===== config.mk =====
export PLATFORM = sky130hd
export DESIGN_NAME = elide_nest_ctrl
export DESIGN_NICKNAME = d
export VERILOG_FILES = /design/src/rtl/elide_pkg.sv /design/src/rtl/elide_buf.sv /design/src/rtl/elide_rip.sv /design/src/rtl/elide_nest_ctrl.sv
export SDC_FILE = /design/constraint.sdc
export NUM_CORES = 1
export LEC_CHECK = 0
export BUFFER_PORTS_ARGS = -buffer_cell sky130_fd_sc_hd__buf_4
export CORE_MARGIN = 1.5
export CORE_UTILIZATION = 47
export DETAILED_ROUTE_END_ITERATION = 12
export PLACE_DENSITY = 0.74
export SETUP_SLACK_MARGIN = 0.1
export SLEW_MARGIN = 10
export SYNTH_ARGS = -nofsm -noshare
export SYNTH_HDL_FRONTEND = slang
export SYNTH_SLANG_ARGS = --single-unit

===== constraint.sdc =====
create_clock -name clk -period 8.68 [get_ports clk]
set_input_delay 0.868 -clock clk [delete_from_list [all_inputs] [get_ports clk]]
set_output_delay 0.868 -clock clk [all_outputs]
set_load 0.01 [all_outputs]

===== src/rtl/elide_pkg.sv =====
package elide_pkg;
    typedef enum logic [1:0] {
        ST_IDLE   = 2'd0,
        ST_SPEC   = 2'd1,
        ST_COMMIT = 2'd2
    } nest_state_e;
endpackage


===== src/rtl/elide_buf.sv =====
// Elided-lock buffer: allocation, release lookup and bulk clear.
module elide_buf #(
    parameter int ENTRIES = 2,
    parameter int ADDR_W  = 32,
    parameter int DATA_W  = 32
) (
    input  logic              clk,
    input  logic              rst_n,
    input  logic              alloc_en,
    input  logic              free_en,
    input  logic              clear_all,
    input  logic [ADDR_W-1:0] addr,
    input  logic [DATA_W-1:0] data,
    output logic              full,
    output logic              hit,
    output logic              data_ok,
    output logic              left_after_free
);
    logic [ENTRIES-1:0] vld_q;
    logic [ADDR_W-1:0]  addr_q [ENTRIES];
    logic [DATA_W-1:0]  data_q [ENTRIES];
    logic [ENTRIES-1:0] hit_sel;
    logic [ENTRIES-1:0] free_sel;

    // Pick the lowest matching entry and the lowest free entry.
    always_comb begin
        logic got_hit;
        logic got_free;
        got_hit  = 1'b0;
        got_free = 1'b0;
        hit_sel  = '0;
        free_sel = '0;
        data_ok  = 1'b0;
        for (int i = 0; i < ENTRIES; i++) begin
            if (!got_hit && vld_q[i] && addr_q[i] == addr) begin
                got_hit    = 1'b1;
                hit_sel[i] = 1'b1;
                data_ok    = (data_q[i] == data);
            end
            if (!got_free && !vld_q[i]) begin
                got_free    = 1'b1;
                free_sel[i] = 1'b1;
            end
        end
    end

    assign full            = &vld_q;
    assign hit             = |hit_sel;
    assign left_after_free = |(vld_q & ~hit_sel);

    for (genvar g = 0; g < ENTRIES; g++) begin : g_entry
        always_ff @(posedge clk or negedge rst_n) begin
            if (!rst_n) begin
                vld_q[g] <= 1'b0;
            end else if (clear_all) begin
                vld_q[g] <= 1'b0;
            end else if (alloc_en && free_sel[g]) begin
                vld_q[g] <= 1'b1;
            end else if (free_en && hit_sel[g]) begin
                vld_q[g] <= 1'b0;
            end
        end

        always_ff @(posedge clk) begin
            if (alloc_en && free_sel[g]) begin
                addr_q[g] <= addr;
                data_q[g] <= data;
            end
        end
    end
endmodule


===== src/rtl/elide_rip.sv =====
// Restart pointer capture with mode-dependent width.
module elide_rip #(
    parameter int IP_W     = 64,
    parameter int NARROW_W = 32
) (
    input  logic            clk,
    input  logic            rst_n,
    input  logic            capture,
    input  logic            long_mode,
    input  logic [IP_W-1:0] ip_in,
    output logic [IP_W-1:0] rip
);
    always_ff @(posedge clk or negedge rst_n) begin
        if (!rst_n) begin
            rip <= '0;
        end else if (capture) begin
            rip <= long_mode ? ip_in : IP_W'(ip_in[NARROW_W-1:0]);
        end
    end
endmodule


===== src/rtl/elide_nest_ctrl.sv =====
module elide_nest_ctrl
    import elide_pkg::*;
#(
    parameter int MAX_NEST    = 4,
    parameter int BUF_ENTRIES = 2,
    parameter int ADDR_W      = 32,
    parameter int DATA_W      = 32,
    parameter int IP_W        = 64
) (
    input  logic              clk,
    input  logic              rst_n,
    input  logic              acq_valid,
    input  logic              rel_valid,
    input  logic [ADDR_W-1:0] ev_addr,
    input  logic [DATA_W-1:0] ev_data,
    input  logic [IP_W-1:0]   ev_ip,
    input  logic              long_mode,
    input  logic              ext_abort,
    input  logic              commit_ack,
    input  logic              commit_ok,
    output logic              ckpt_req,
    output logic              commit_req,
    output logic              abort_pulse,
    output logic [IP_W-1:0]   restart_ip,
    output logic              ignore_hint,
    output logic              active
);
    localparam int CNT_W = $clog2(MAX_NEST + 1);

    nest_state_e      state_q, state_d;
    logic [CNT_W-1:0] cnt_q, cnt_d;
    logic             ign_q, ign_d;

    logic abort_now, ckpt_now, capture, alloc_en, free_en;
    logic buf_full, buf_hit, buf_data_ok, buf_left;

    // Next-state and transition decisions.
    always_comb begin
        state_d   = state_q;
        cnt_d     = cnt_q;
        ign_d     = ign_q;
        abort_now = 1'b0;
        ckpt_now  = 1'b0;
        capture   = 1'b0;
        alloc_en  = 1'b0;
        free_en   = 1'b0;
        if (state_q != ST_IDLE && ext_abort) begin
            abort_now = 1'b1;                          // T_ABORT (external)
        end else if (ign_q && (acq_valid || rel_valid)) begin
            ign_d = 1'b0;                              // T_SKIP
        end else begin
            unique case (state_q)
                ST_IDLE: begin
                    if (acq_valid) begin               // T_OPEN
                        state_d  = ST_SPEC;
                        cnt_d    = CNT_W'(1);
                        capture  = 1'b1;
                        ckpt_now = 1'b1;
                        alloc_en = !buf_full;
                    end
                end
                ST_SPEC: begin
                    if (acq_valid) begin
                        if (cnt_q == CNT_W'(MAX_NEST)) begin
                            abort_now = 1'b1;          // T_ABORT (depth)
                        end else begin                 // T_NEST
                            cnt_d    = cnt_q + CNT_W'(1);
                            alloc_en = !buf_full;
                        end
                    end else if (rel_valid) begin
                        cnt_d = cnt_q - CNT_W'(1);
                        if (buf_hit && !buf_data_ok) begin
                            abort_now = 1'b1;          // T_ABORT (value)
                        end else begin
                            free_en = buf_hit;
                            if (cnt_q == CNT_W'(1)) begin
                                if (buf_left) abort_now = 1'b1;  // T_ABORT (leftover)
                                else          state_d   = ST_COMMIT; // T_DRAIN
                            end
                        end
                    end
                end
                ST_COMMIT: begin
                    if (commit_ack) begin
                        if (commit_ok) state_d   = ST_IDLE;  // T_DONE
                        else           abort_now = 1'b1;     // T_ABORT (commit)
                    end
                end
                default: state_d = ST_IDLE;
            endcase
        end
        if (abort_now) begin
            state_d = ST_IDLE;
            cnt_d   = '0;
            ign_d   = 1'b1;
        end
    end

    // State register.
    always_ff @(posedge clk or negedge rst_n) begin
        if (!rst_n) begin
            state_q <= ST_IDLE;
            cnt_q   <= '0;
            ign_q   <= 1'b0;
        end else begin
            state_q <= state_d;
            cnt_q   <= cnt_d;
            ign_q   <= ign_d;
        end
    end

    // Registered outputs.
    always_ff @(posedge clk or negedge rst_n) begin
        if (!rst_n) begin
            ckpt_req    <= 1'b0;
            abort_pulse <= 1'b0;
            commit_req  <= 1'b0;
            active      <= 1'b0;
        end else begin
            ckpt_req    <= ckpt_now;
            abort_pulse <= abort_now;
            commit_req  <= (state_d == ST_COMMIT);
            active      <= (state_d != ST_IDLE);
        end
    end

    assign ignore_hint = ign_q;

    elide_buf #(
        .ENTRIES(BUF_ENTRIES),
        .ADDR_W (ADDR_W),
        .DATA_W (DATA_W)
    ) u_buf (
        .clk            (clk),
        .rst_n          (rst_n),
        .alloc_en       (alloc_en),
        .free_en        (free_en),
        .clear_all      (abort_now),
        .addr           (ev_addr),
        .data           (ev_data),
        .full           (buf_full),
        .hit            (buf_hit),
        .data_ok        (buf_data_ok),
        .left_after_free(buf_left)
    );

    elide_rip #(
        .IP_W    (IP_W),
        .NARROW_W(32)
    ) u_rip (
        .clk      (clk),
        .rst_n    (rst_n),
        .capture  (capture),
        .long_mode(long_mode),
        .ip_in    (ev_ip),
        .rip      (restart_ip)
    );
endmodule


Word-level counts from Yosys, hierarchy flattened
Memories as Yosys holds them, arrays and structs flattened.
Cells that the tools add are included.
- eq/ne operators: 14
- bitwise operators: 2
- $add $sub $neg: 2
- shift operators: 0
- multipliers: 0
- reduce and logical (&&, ||, !) cells: 30
- $lt $le $gt $ge: 0
- muxes and demuxes: 73
- div/mod/pow operators: 0
- operators by type and width (kind ; number):
    == test 32 bit ; 4
    two-way mux 32 bit ; 2
    two-way mux 64 bit ; 1
    OR reduction 32 bit ; 2
    two-way mux 1 bit ; 48
    two-way mux 2 bit ; 11
    two-way mux 3 bit ; 7
    logical AND 1 bit ; 11
    nonzero test 3 bit ; 3
    inequality test 4 bit (second input constant) ; 2
    case mux 2 bit (3 select lines) ; 1
    case mux 3 bit (2 select lines) ; 1
    AND reduction 6 bit ; 1
    nonzero test 2 bit ; 3
    == test 2 bit (second input constant) ; 2
    logical NOT 1 bit ; 4
    inequality test 2 bit (second input constant) ; 2
    case mux 1 bit (2 select lines) ; 2
    AND reduction 2 bit ; 2
    OR reduction 2 bit ; 2
    adder 3 x 1 -> 3 bit (second input constant) ; 1
    == test 3 x 1 -> 1 bit (second input constant) ; 1
    == test 3 bit (second input constant) ; 1
    inequality test 3 bit (second input constant) ; 1
    6 further kinds ; 6
- bits in read-only memories: 0
- register bits after elaboration: 76
- bits in latches: 0
- memories kept: 2
- RAM bits: 128
- word-level logic and storage cells: 133
- bits of input ports: 136
- memory list (name ; depth ; bits a word ; rd ports ; clocked after Yosys merged registers in ; write ports ; line ; text):
    u_buf.addr_q ; 2 ; 32 ; 2 ; 0 ; 1 ; elide_buf.sv:20 ; logic [ADDR_W-1:0] addr_q [ENTRIES];
    u_buf.data_q ; 2 ; 32 ; 2 ; 0 ; 1 ; elide_buf.sv:21 ; logic [DATA_W-1:0] data_q [ENTRIES];

Longest topological paths before layout
Gate-level depths: netlist of run 1.
- word-level depth: 20
- depth in mapped cells: 9

Modules after synthesis
From an unflattened synthesis of run 1, not the netlist that was laid out.
- cell total of the unflattened synthesis: 608
- area total of the unflattened synthesis: 9027.4 um^2
- modules (own cells, without submodules) (module ; instances ; seq. area each (um^2) ; area each (um^2) ; cells an instance):
    elide_buf ; 1 ; 3893.7 ; 5373.9 ; 318
    elide_rip ; 1 ; 1601.5 ; 2914.0 ; 206
    elide_nest_ctrl ; 1 ; 250.2 ; 739.5 ; 84

Least setup slack after synthesis of run 1
Ideal clock, no wire load.
- path type: input port to flip-flop
- start point: input acq_valid
- end point: memory u_buf.addr_q[1][0], in the netlist u_buf.addr_q[0][32], enable pin
- setup slack: -0.170 ns
- path buffers: 1
- setup time: 0.670 ns
- stages: 4
- arrival time: 8.180 ns
- cells stage by stage: clkbuf_1 -> o21ai_0 -> nand2_1 -> nor4b_1
- cells in the longest elaborated chain, start to end: 9
- elaborated cells on any way between the ends: 16
- classes of those cells: mux (11); reduce/logical (5)
- ends and longest elaborated chain (item ; line ; text):
    start, declared ; elide_nest_ctrl.sv:12 ; input logic acq_valid,
    two-way mux 1 bit, or another cell as far along ; elide_nest_ctrl.sv:63 ; if (acq_valid) begin
    case mux 1 bit (2 select lines) or logical AND 1 bit (tied branches) ; elide_nest_ctrl.sv:52, elide_nest_ctrl.sv:49 ;
    two-way mux 1 bit * ; elide_nest_ctrl.sv:49 ; end else if (ign_q && (acq_valid || rel_valid)) begin
    two-way mux 1 bit * ; elide_nest_ctrl.sv:47 ; if (state_q != ST_IDLE && ext_abort) begin
    logical AND 1 bit ; elide_buf.sv:65 ; if (alloc_en && free_sel[g]) begin
    two-way mux 1 bit ; elide_buf.sv:65 ;
    two-way mux 1 bit (implied by the code) ; elide_buf.sv:66 ; addr_q[g] <= addr;
    OR reduction 32 bit (no source line) ; -- ;
    two-way mux 1 bit (no source line) ; -- ;
    end, declared ; elide_buf.sv:20 ;
Every way passes the cells marked *; elsewhere a longest branch is shown, timed or not.

Worst setup path in the final report of run 1
- start point: register state_q[0]
- end point: register u_rip.rip[18]
- cells in the longest elaborated chain, start to end: 4
- elaborated cells on any way between the ends: 6
- classes of those cells: mux (3); reduce/logical (3)
- ends and longest elaborated chain (item ; line ; text):
    start, declared ; elide_nest_ctrl.sv:30 ; nest_state_e state_q, state_d;
    start signal, assigned ; elide_nest_ctrl.sv:106 ; state_q <= state_d;
    logical NOT 2 bit ; elide_nest_ctrl.sv:52 ; unique case (state_q)
    two-way mux 1 bit ; elide_nest_ctrl.sv:52 ;
    two-way mux 1 bit ; elide_nest_ctrl.sv:49 ;
    two-way mux 1 bit * ; elide_nest_ctrl.sv:47 ;
    end signal, assigned ; elide_rip.sv:17 ; rip <= long_mode ? ip_in : IP_W'(ip_in[NARROW_W-1:0]);
    end, declared ; elide_rip.sv:11 ; output logic [IP_W-1:0] rip
Marks and branches as above.
A chain may end at the register's enable or synchronous reset.

==> summary.md, run 1 <==
| Metric | Value |
|---|---|
| Outcome | completed |
| CTS Buffer Depth | 3 |
| DR vias/cell | 4.98 |
| Setup TNS | 0 ns |
| First-pass detailed-route iteration total | 5 |
| F_max | 337 MHz |
| Final setup fails | 0 |
| Die Area | 19000 um^2 |
| Routed vias | 5637 |
| Mapped Area | 8560 um^2 |
| Fillers | 1456 |
| Initial Utilization | 47.8% |
| Switching share of total power | 31.4% |
| Initial drt markers | 373 |
| Synth Net Count | 820 |
| Htree depth | 1 |
| Fin. max-slew vios | 0 |
| Synth top area share | 44.9% |
| Leakage Power | 4.59 nW |
| Crit path kind | reg -> reg |
| Pint | 2.32 mW |
| Worst slew pin tran | 0.973 ns |
| Port Buf Inserts | 204 |
| ANT nets after route | 0 |
| Post-synth cell types | 42 |
| Setup crit start kind | flip-flop |
| Layout cell share with drive strength beyond 1 | 28.5% |
| Final worst setup slack | 5.71 ns |
| Sequential area share after synthesis | 67.1% |
| Syn_area_per_cell | 12.7 um^2 |
| Initial antenna violation count | 0 |
| Final Hold Viols | 0 |
| Worst Skew | 0.0190 ns |
| Gr ovfl total | 0 |
| Row count | 49 |
| Post_cts resized | 0 |
| Req. time, crit path | 9.11 ns |
| Die Ht | 138 um |
| Register share of total power | 43.8% |
| Inserted Diodes | 0 |
| # hold bufs at CTS | 0 |
| Ports | 205 |
| Synth top area cells | edfxtp_1, dfrtp_1, xnor2_1 |
| Max Cap Violations | 0 |
| Placed instance count | 1093 |
| Worst slack, placed | 5.56 ns |
| Non-Filler Instances | 1133 |
| Worst skew pair latency | 0.52 ns |
| CTS sink cnt | 204 |
| Yosys Warn Count | 0 |
| Minimum clock period | 2.97 ns |
| Period utilization | 34.2% |
| Crit-path max FO | 97 |
| P&R area growth vs syn | 29.7% |
| Final nets | 1032 |
| TritonCTS Buffers | 22 |
| Die Wd | 138 um |
| Count of flip-flops with a built-in enable after synthesis | 128 |
| Comb pwr share | 28.2% |
| Max_slew headroom | 35.1% |
| GPL Wtd Cong | 0.773 |
| CTS tree | yes |
| Worst-path clk slew | 0.06 ns |
| Hold Path Class | reg -> reg |
| Asr flop ratio synth | 37.3% |
| CTS root buffer | clkbuf_16 |
| Post-CTS setup buffers | 0 |
| Core area | 17900 um^2 |
| First-pass GRT wire length | 27.3 mm |
| Max IR drop VDD | 181 uV |
| RSZ-0062 raised after global routing | no |
| Sw power | 1.06 mW |
| Power Total | 3.39 mW |
| Clock Power Share | 28.0% |
| Cells after Synth | 676 |
| Routed len/inst | 16.1 um |
| Arr. time, crit path | 3.40 ns |
| Post-DP HPWL | 12.5 mm |
| Yosys reg bits | 204 |
| Area leader, netlist | edfxtp_1 |
| PwrDens | 305 nW/um^2 |
| Number of global-route vias before repair | 5345 |
| Final wirelength | 18.2 mm |
| Total GRT Usage | 18.5% |
| Predominant post-synthesis flop cell | edfxtp_1 |
| Drt drc | 0 |
| Setup crit end kind | flip-flop |
| Largest net degree at the start of global routing | 98 |
cells in the mapped netlist, types with 8 or more instances:
| library cell | number |
|---|---|
| clkbuf_1 | 17 |
| dfrtp_1 | 76 |
| edfxtp_1 | 128 |
| ha_1 | 8 |
| inv_1 | 9 |
| nand2_1 | 171 |
| nand3_1 | 9 |
| nand4_1 | 27 |
| nor2_1 | 12 |
| nor4_1 | 12 |
| o21ai_0 | 36 |
| xnor2_1 | 92 |
| xor2_1 | 37 |
layer usage:
layer | GRT usage [%] | up-vias | part of all wire (%)
li1 | - | 2762 | -
met1 | 25.3 | 2714 | 43
met2 | 29.7 | 126 | 49
met3 | 3.65 | 35 | 5.3
met4 | 5.96 | 0 | 2.4
met5 | 0 | - | 0
logic make-up (layout without fill, tap and decap cells):
group | count (synthesis) | after routing | share of synthesized area, %
adder cells (fa/ha/maj) | 8 | 8 | 1.17
AO/OA/AOI/OAI | 58 | 58 | 4.36
AND/OR/NAND/NOR | 246 | 246 | 12.7
XOR/XNOR | 129 | 129 | 13.2
buffers and inverters | 30 | 258 | 1.32
flip-flops | 204 | 204 | 67.1
multiplexers | 1 | 1 | 0.117
flip-flops by register name, summed over array words and instances (netlist names):
name          cells
u_buf.vld_q       2
ckpt_req          1
commit_req        1
active            1
state_q           2
u_buf.addr_q     64
u_buf.data_q     64
abort_pulse       1
u_rip.rip        64
cnt_q             3
ignore_hint       1
worst max-delay path: stages, from the launching register on:
cell,delay (ns)
dfrtp_1,0.43
inv_1,0.14
ha_1,0.27
inv_1,0.11
or3_2,0.42
buf_4,0.38
inv_1,0.83
nand2_1,0.15
nand2_1,0.11
area by class of cell:
type	count	area, um^2	share of cell area (%)
inverters	10	37.5	0.338
clock inverters	11	136	1.23
flip-flops and latches	204	5750	51.8
multi-input cells	442	2720	24.5
well taps	229	287	2.58
repair buffers	208	1560	14.1
clock buffers	29	607	5.47
final timing paths:
kind | start | end | slack (ns) | cells after the start
hold reg to reg | u_rip.rip[10]$_DFFE_PN0P_ | u_rip.rip[10]$_DFFE_PN0P_ | 0.47 | 2
hold / removal | u_rip.rip[10]$_DFFE_PN0P_ | u_rip.rip[10]$_DFFE_PN0P_ | 0.47 | 2
setup reg to reg | state_q[0]$_DFF_PN0_ | u_rip.rip[18]$_DFFE_PN0P_ | 5.71 | 8
min in group asynchronous | rst_n | u_rip.rip[21]$_DFFE_PN0P_ | 0.53 | 1
max in group asynchronous | rst_n | u_rip.rip[55]$_DFFE_PN0P_ | 7.53 | 1
setup / recovery | state_q[0]$_DFF_PN0_ | u_rip.rip[18]$_DFFE_PN0P_ | 5.71 | 8
metrics by stage:
step,util [%],hold slack (ns),cell area (um^2)
2_1_floorplan,-,0.514,8560
3_3_place_gp,57.8,0.461,10400
3_5_place_dp,57.8,0.464,10400
4_1_cts,62.0,0.479,11100
5_1_grt,62.0,0.495,11100
6_report,62.0,0.474,11100
power by group through the flow:
stage               Combinational, mW  Clock, mW  Sequential [mW]
finish                          0.956      0.948             1.48
global placement                0.947          0             1.49
global route                     1.06       1.00             1.52
floorplan                       0.472          0             1.56
detailed placement              0.966          0             1.50
CTS                             0.967      0.968             1.49
placed cells by master, fill, tap and decap left out, types with 2 or more instances in the layout:
| cell | Yosys | routed |
|---|---|---|
| buf_4 | 0 | 208 |
| nand2_1 | 171 | 171 |
| edfxtp_1 | 128 | 128 |
| xnor2_1 | 92 | 92 |
| dfrtp_1 | 76 | 76 |
| xor2_1 | 37 | 37 |
| o21ai_0 | 36 | 36 |
| nand4_1 | 27 | 27 |
| clkbuf_16 | 0 | 22 |
| nor4_1 | 12 | 12 |
| nor2_1 | 12 | 12 |
| inv_1 | 9 | 9 |
| nand3_1 | 9 | 9 |
| ha_1 | 8 | 8 |
| a21oi_1 | 4 | 4 |
| clkbuf_1 | 17 | 4 |
| clkinvlp_4 | 0 | 4 |
| and3_1 | 3 | 3 |
| clkbuf_8 | 0 | 3 |
| a22oi_1 | 2 | 2 |
| nor4_2 | 2 | 2 |
| a31oi_1 | 2 | 2 |
| and2_2 | 2 | 2 |
| nand2b_1 | 2 | 2 |
| clkinv_8 | 0 | 2 |
| bufinv_16 | 0 | 2 |
| clkinv_2 | 0 | 2 |
No activity file was read; power rests on OpenSTA's default activity.
==> inputs of run 2 (changes only) <==
Settings changed: ABC_AREA set to 1, PLACE_DENSITY 0.74 to 0.73.
Clock period 8.68 ns to 2.6 ns, I/O delays scaled along.
==> run 2 against run 1 <==
Critical path depth grew 3. Via count up 51%. Clock-buffer cell count decreased by 1. Combinational power rose to 3.9 times the previous value. Clock skew decreased by 0.0082 ns. Global-route usage is 5.4 points higher. Clock power rose to 3.4 times the previous value. Die area increased by 16%. Sequential power rose to 3.4 times the previous value. Largest power group unchanged.
==> summary.md, run 2 <==
| Metric | Value |
|---|---|
| Outcome | completed (unchanged) |
| Cell chain of the critical path | inv_2 > ha_4 > inv_4 > nand2_8 > inv_4 > nor2_4 > inv_2 > a311oi_1 > inv_1 > nor2_4 > buf_12 (was inv_1 > ha_1 > inv_1 > or3_2 > buf_4 > inv_1 > nand2_1 > nand2_1) |
| CTS tree | yes (unchanged) |
| Mapped Area | 9940 um^2 (was 8560 um^2) |
| Most common library cells after synthesis | nand2_1, inv_1, edfxtp_1, nor2_1, dfrtp_1 (was nand2_1, edfxtp_1, xnor2_1) |
| Final Hold Viols | 0 (unchanged) |
| Drt drc | 0 (unchanged) |
| ANT nets after route | 0 (unchanged) |
| Met1 usage | 29.3% (was 25.3%) |
| Synth Net Count | 1287 (was 820) |
| Crit-path max cell delay | 0.42 ns (was 0.83 ns) |
| Period utilization | 90.9% (was 34.2%) |
| Clock Power Share | 27.0% (was 28.0%) |
| Pint | 8.02 mW (was 2.32 mW) |
| Port Buf Inserts | 204 (unchanged) |
| Leakage Power | 6.85 nW (was 4.59 nW) |
| Core area | 20900 um^2 (was 17900 um^2) |
| Synth top area share | 38.7% (was 44.9%) |
| P&R area growth vs syn | 40.0% (was 29.7%) |
| First-pass detailed-route iteration total | 5 (unchanged) |
| Initial drt markers | 419 (was 373) |
| Most frequent cells in the layout | nand2_1, buf_4, inv_1, edfxtp_1, dlygate4sd3_1 (was buf_4, nand2_1, edfxtp_1, xnor2_1, dfrtp_1) |
| Cells after Synth | 1143 (was 676) |
| RSZ-0062 raised after global routing | no (unchanged) |
| Count leader, synth | nand2_1 (unchanged) |
| Post-synth cell types | 35 (was 42) |
| Arr. time, crit path | 2.52 ns (was 3.40 ns) |
| Max IR drop VDD | 607 uV (was 181 uV) |
| F_max | 423 MHz (was 337 MHz) |
| Switching share of total power | 33.1% (was 31.4%) |
| Asr flop ratio synth | 37.3% (unchanged) |
| Yosys Warn Count | 0 (unchanged) |
| Area leader, netlist | edfxtp_1 (unchanged) |
| Row count | 53 (was 49) |
| Power Total | 12.0 mW (was 3.39 mW) |
| Worst slack, placed | 0.280 ns (was 5.56 ns) |
| Sequential area share after synthesis | 57.8% (was 67.1%) |
| Routed vias | 8485 (was 5637) |
| GR peak layer | met2 (unchanged) |
| # hold bufs at CTS | 127 (was 0) |
| Crit-path max FO | 64 (was 97) |
| Total GRT Usage | 23.9% (was 18.5%) |
| CTS Buffer Depth | 3 (unchanged) |
| GR met3 Demand/Resource | 4.60% (was 3.65%) |
| Post-synthesis mux area share | 0% (was 0.117%) |
| Hold Path Class | in -> reg (was reg -> reg) |
| Crit path kind | reg -> reg (unchanged) |
| Largest net degree at the start of global routing | 77 (was 98) |
| Post-Synth Simple-Gate Area | 27.1% (was 12.7%) |
| Initial antenna violation count | 2 (was 0) |
| Die Wd | 148 um (was 138 um) |
| Largest regs | u_buf.addr_q (64), u_buf.data_q (64), u_rip.rip (64) (unchanged) |
| Synth top area cells | edfxtp_1, dfrtp_1, nand2_1 (was edfxtp_1, dfrtp_1, xnor2_1) |
| Register share of total power | 41.7% (was 43.8%) |
| Top delay family on crit path | buffers and inverters (unchanged) |
| Post_cts resized | 0 (unchanged) |
| M2 GR Usage | 42.7% (was 29.7%) |
| Sw power | 3.97 mW (was 1.06 mW) |
| Post-CTS setup buffers | 0 (unchanged) |
| Predominant post-synthesis flop cell | edfxtp_1 (unchanged) |
| Post-DP HPWL | 17.1 mm (was 12.5 mm) |
| Final nets | 1629 (was 1032) |
| Setup crit end kind | flip-flop (unchanged) |
| Worst slew pin tran | 0.980 ns (was 0.973 ns) |
| Htree depth | 1 (unchanged) |
| Final worst setup slack | 0.237 ns (was 5.71 ns) |
| Routed len/inst | 14.6 um (was 16.1 um) |
| Fin. max-slew vios | 0 (unchanged) |
| Xor/xnor share of the synthesized area | 6.17% (was 13.2%) |
| R2R Setup Slk | 0.24 ns (was 5.71 ns) |
| Worst path slowest cell | dfrtp_1 (was inv_1) |
| First-pass GRT wire length | 42.0 mm (was 27.3 mm) |
| TritonCTS Buffers | 22 (unchanged) |
| Yosys reg bits | 204 (unchanged) |
| Largest family of logic cells by synthesized area | simple AND/OR/NAND/NOR gates (was XOR/XNOR gates) |
| Die Ht | 148 um (was 138 um) |
| Worst skew pair latency | 0.50 ns (was 0.52 ns) |
| Number of buffer and inverter stages on the critical path | 6 (was 4) |
| PwrDens | 861 nW/um^2 (was 305 nW/um^2) |
| Setup crit start kind | flip-flop (unchanged) |
| Final wirelength | 25.9 mm (was 18.2 mm) |
| Commonest non-fill, non-tap cell in the layout | nand2_1 (was buf_4) |
| Number of global-route vias before repair | 8639 (was 5345) |
| Initial Utilization | 47.6% (was 47.8%) |
| Syn_area_per_cell | 8.70 um^2 (was 12.7 um^2) |
| Req. time, crit path | 2.75 ns (was 9.11 ns) |
| Die Area | 22000 um^2 (was 19000 um^2) |
| Gr ovfl total | 0 (unchanged) |
| Layout cell share with drive strength beyond 1 | 19.5% (was 28.5%) |
| GPL Wtd Cong | 0.854 (was 0.773) |
| Count of flip-flops with a built-in enable after synthesis | 128 (unchanged) |
| Worst-path clk slew | 0.06 ns (about the same) |
| Max Cap Violations | 0 (unchanged) |
| Max_slew headroom | 34.7% (was 35.1%) |
| Post-synthesis adder-cell area fraction | 1.01% (was 1.17%) |
| DR vias/cell | 4.77 (was 4.98) |
| Post-synthesis compound-gate area fraction | 1.17% (was 4.36%) |
| Ports | 205 (unchanged) |
| Comb pwr share | 31.3% (was 28.2%) |
| CTS root buffer | clkbuf_16 (unchanged) |
| CTS sink cnt | 204 (unchanged) |
| Minimum clock period | 2.36 ns (was 2.97 ns) |
| Final setup fails | 0 (unchanged) |
| Worst Skew | 0.0108 ns (was 0.0190 ns) |
## run 2: changes by cell type in the layout (fill, tap and decap cells not counted), moves of 11 or more
| cell | change |
|---|---|
| o21ai_0 | -30 |
| nand3_1 | +39 |
| inv_1 | +126 |
| nand2_1 | +275 |
| xnor2_1 | -72 |
| nand4_1 | -11 |
| nor2_1 | +112 |
| inv_2 | +18 |
| nor4_1 | -11 |
| xor2_1 | +13 |
| dlygate4sd3_1 | +127 |
## run 2: power by group through the flow
| stage | registers, mW | clock network [mW] | logic (mW) |
|---|---|---|---|
| after floorplan | 5.16 | 0 | 1.69 |
| after global placement | 4.99 | 0 | 3.47 |
| after detailed placement | 5.01 | 0 | 3.56 |
| after CTS | 4.97 | 3.32 | 3.72 |
| after global routing | 5.10 | 3.44 | 4.15 |
| final | 5.00 | 3.24 | 3.75 |
## run 2: layout make-up
class | count | area (um^2)
antenna | 2 | 5.00
clock buffer | 28 | 603
clock inverter | 12 | 149
fill | 1628 | 6960
inverter | 160 | 606
multi-input combinational | 760 | 3570
sequential | 204 | 5750
tap | 275 | 344
timing repair buffer | 337 | 2900
## run 2: final timing paths
kind / from / end / cells past startpoint
worst max register to register: state_q[0]$_DFF_PN0_ / u_buf.data_q[0][12]$_DFFE_PP_ / 11
worst min register to register: u_rip.rip[21]$_DFFE_PN0P_ / u_rip.rip[21]$_DFFE_PN0P_ / 2
worst max-delay path: state_q[0]$_DFF_PN0_ / u_buf.data_q[0][12]$_DFFE_PP_ / 11
min in group asynchronous: rst_n / state_q[0]$_DFF_PN0_ / 2
worst min-delay path: ev_ip[61] / u_rip.rip[61]$_DFFE_PN0P_ / 3
max in group asynchronous: rst_n / u_rip.rip[32]$_DFFE_PN0P_ / 2
## run 2: logic make-up after synthesis
kind of cell / count (synthesis)
AO/OA/AOI/OAI: 18
adder cells (fa/ha/maj): 8
buffers and inverters: 179
AND/OR/NAND/NOR: 664
flip-flops: 204
XOR/XNOR: 70
## run 2: per-stage QoR
step / instance area (um^2) / hold WS [ns] / cells / setup TNS (ns) / util (%)
finish: 13900 / 0.0204 / 1778 / 0 / 66.7
global route: 13900 / 0.00425 / 1778 / 0 / 66.7
CTS: 13900 / 0.000587 / 1776 / 0 / 66.6
detailed placement: 11900 / 0.461 / 1609 / 0 / 57.0
global placement: 11900 / 0.457 / 1609 / 0 / 57.0
floorplan: 9990 / -0.0356 / 1143 / -16.72 / -
## run 2: per-layer routing
| layer | vias up | share of wire (%) |
|---|---|---|
| li1 | 4226 | - |
| met1 | 3941 | 40 |
| met2 | 273 | 51 |
| met3 | 45 | 6.6 |
| met4 | 0 | 2.2 |
| met5 | - | 0 |
## run 2: worst register-to-register path, cell delays in order (launching register included)
cell	delay [ns]
dfrtp_1	0.42
inv_2	0.12
ha_4	0.17
inv_4	0.05
nand2_8	0.10
inv_4	0.05
nor2_4	0.12
inv_2	0.05
a311oi_1	0.25
inv_1	0.16
nor2_4	0.13
buf_12	0.29
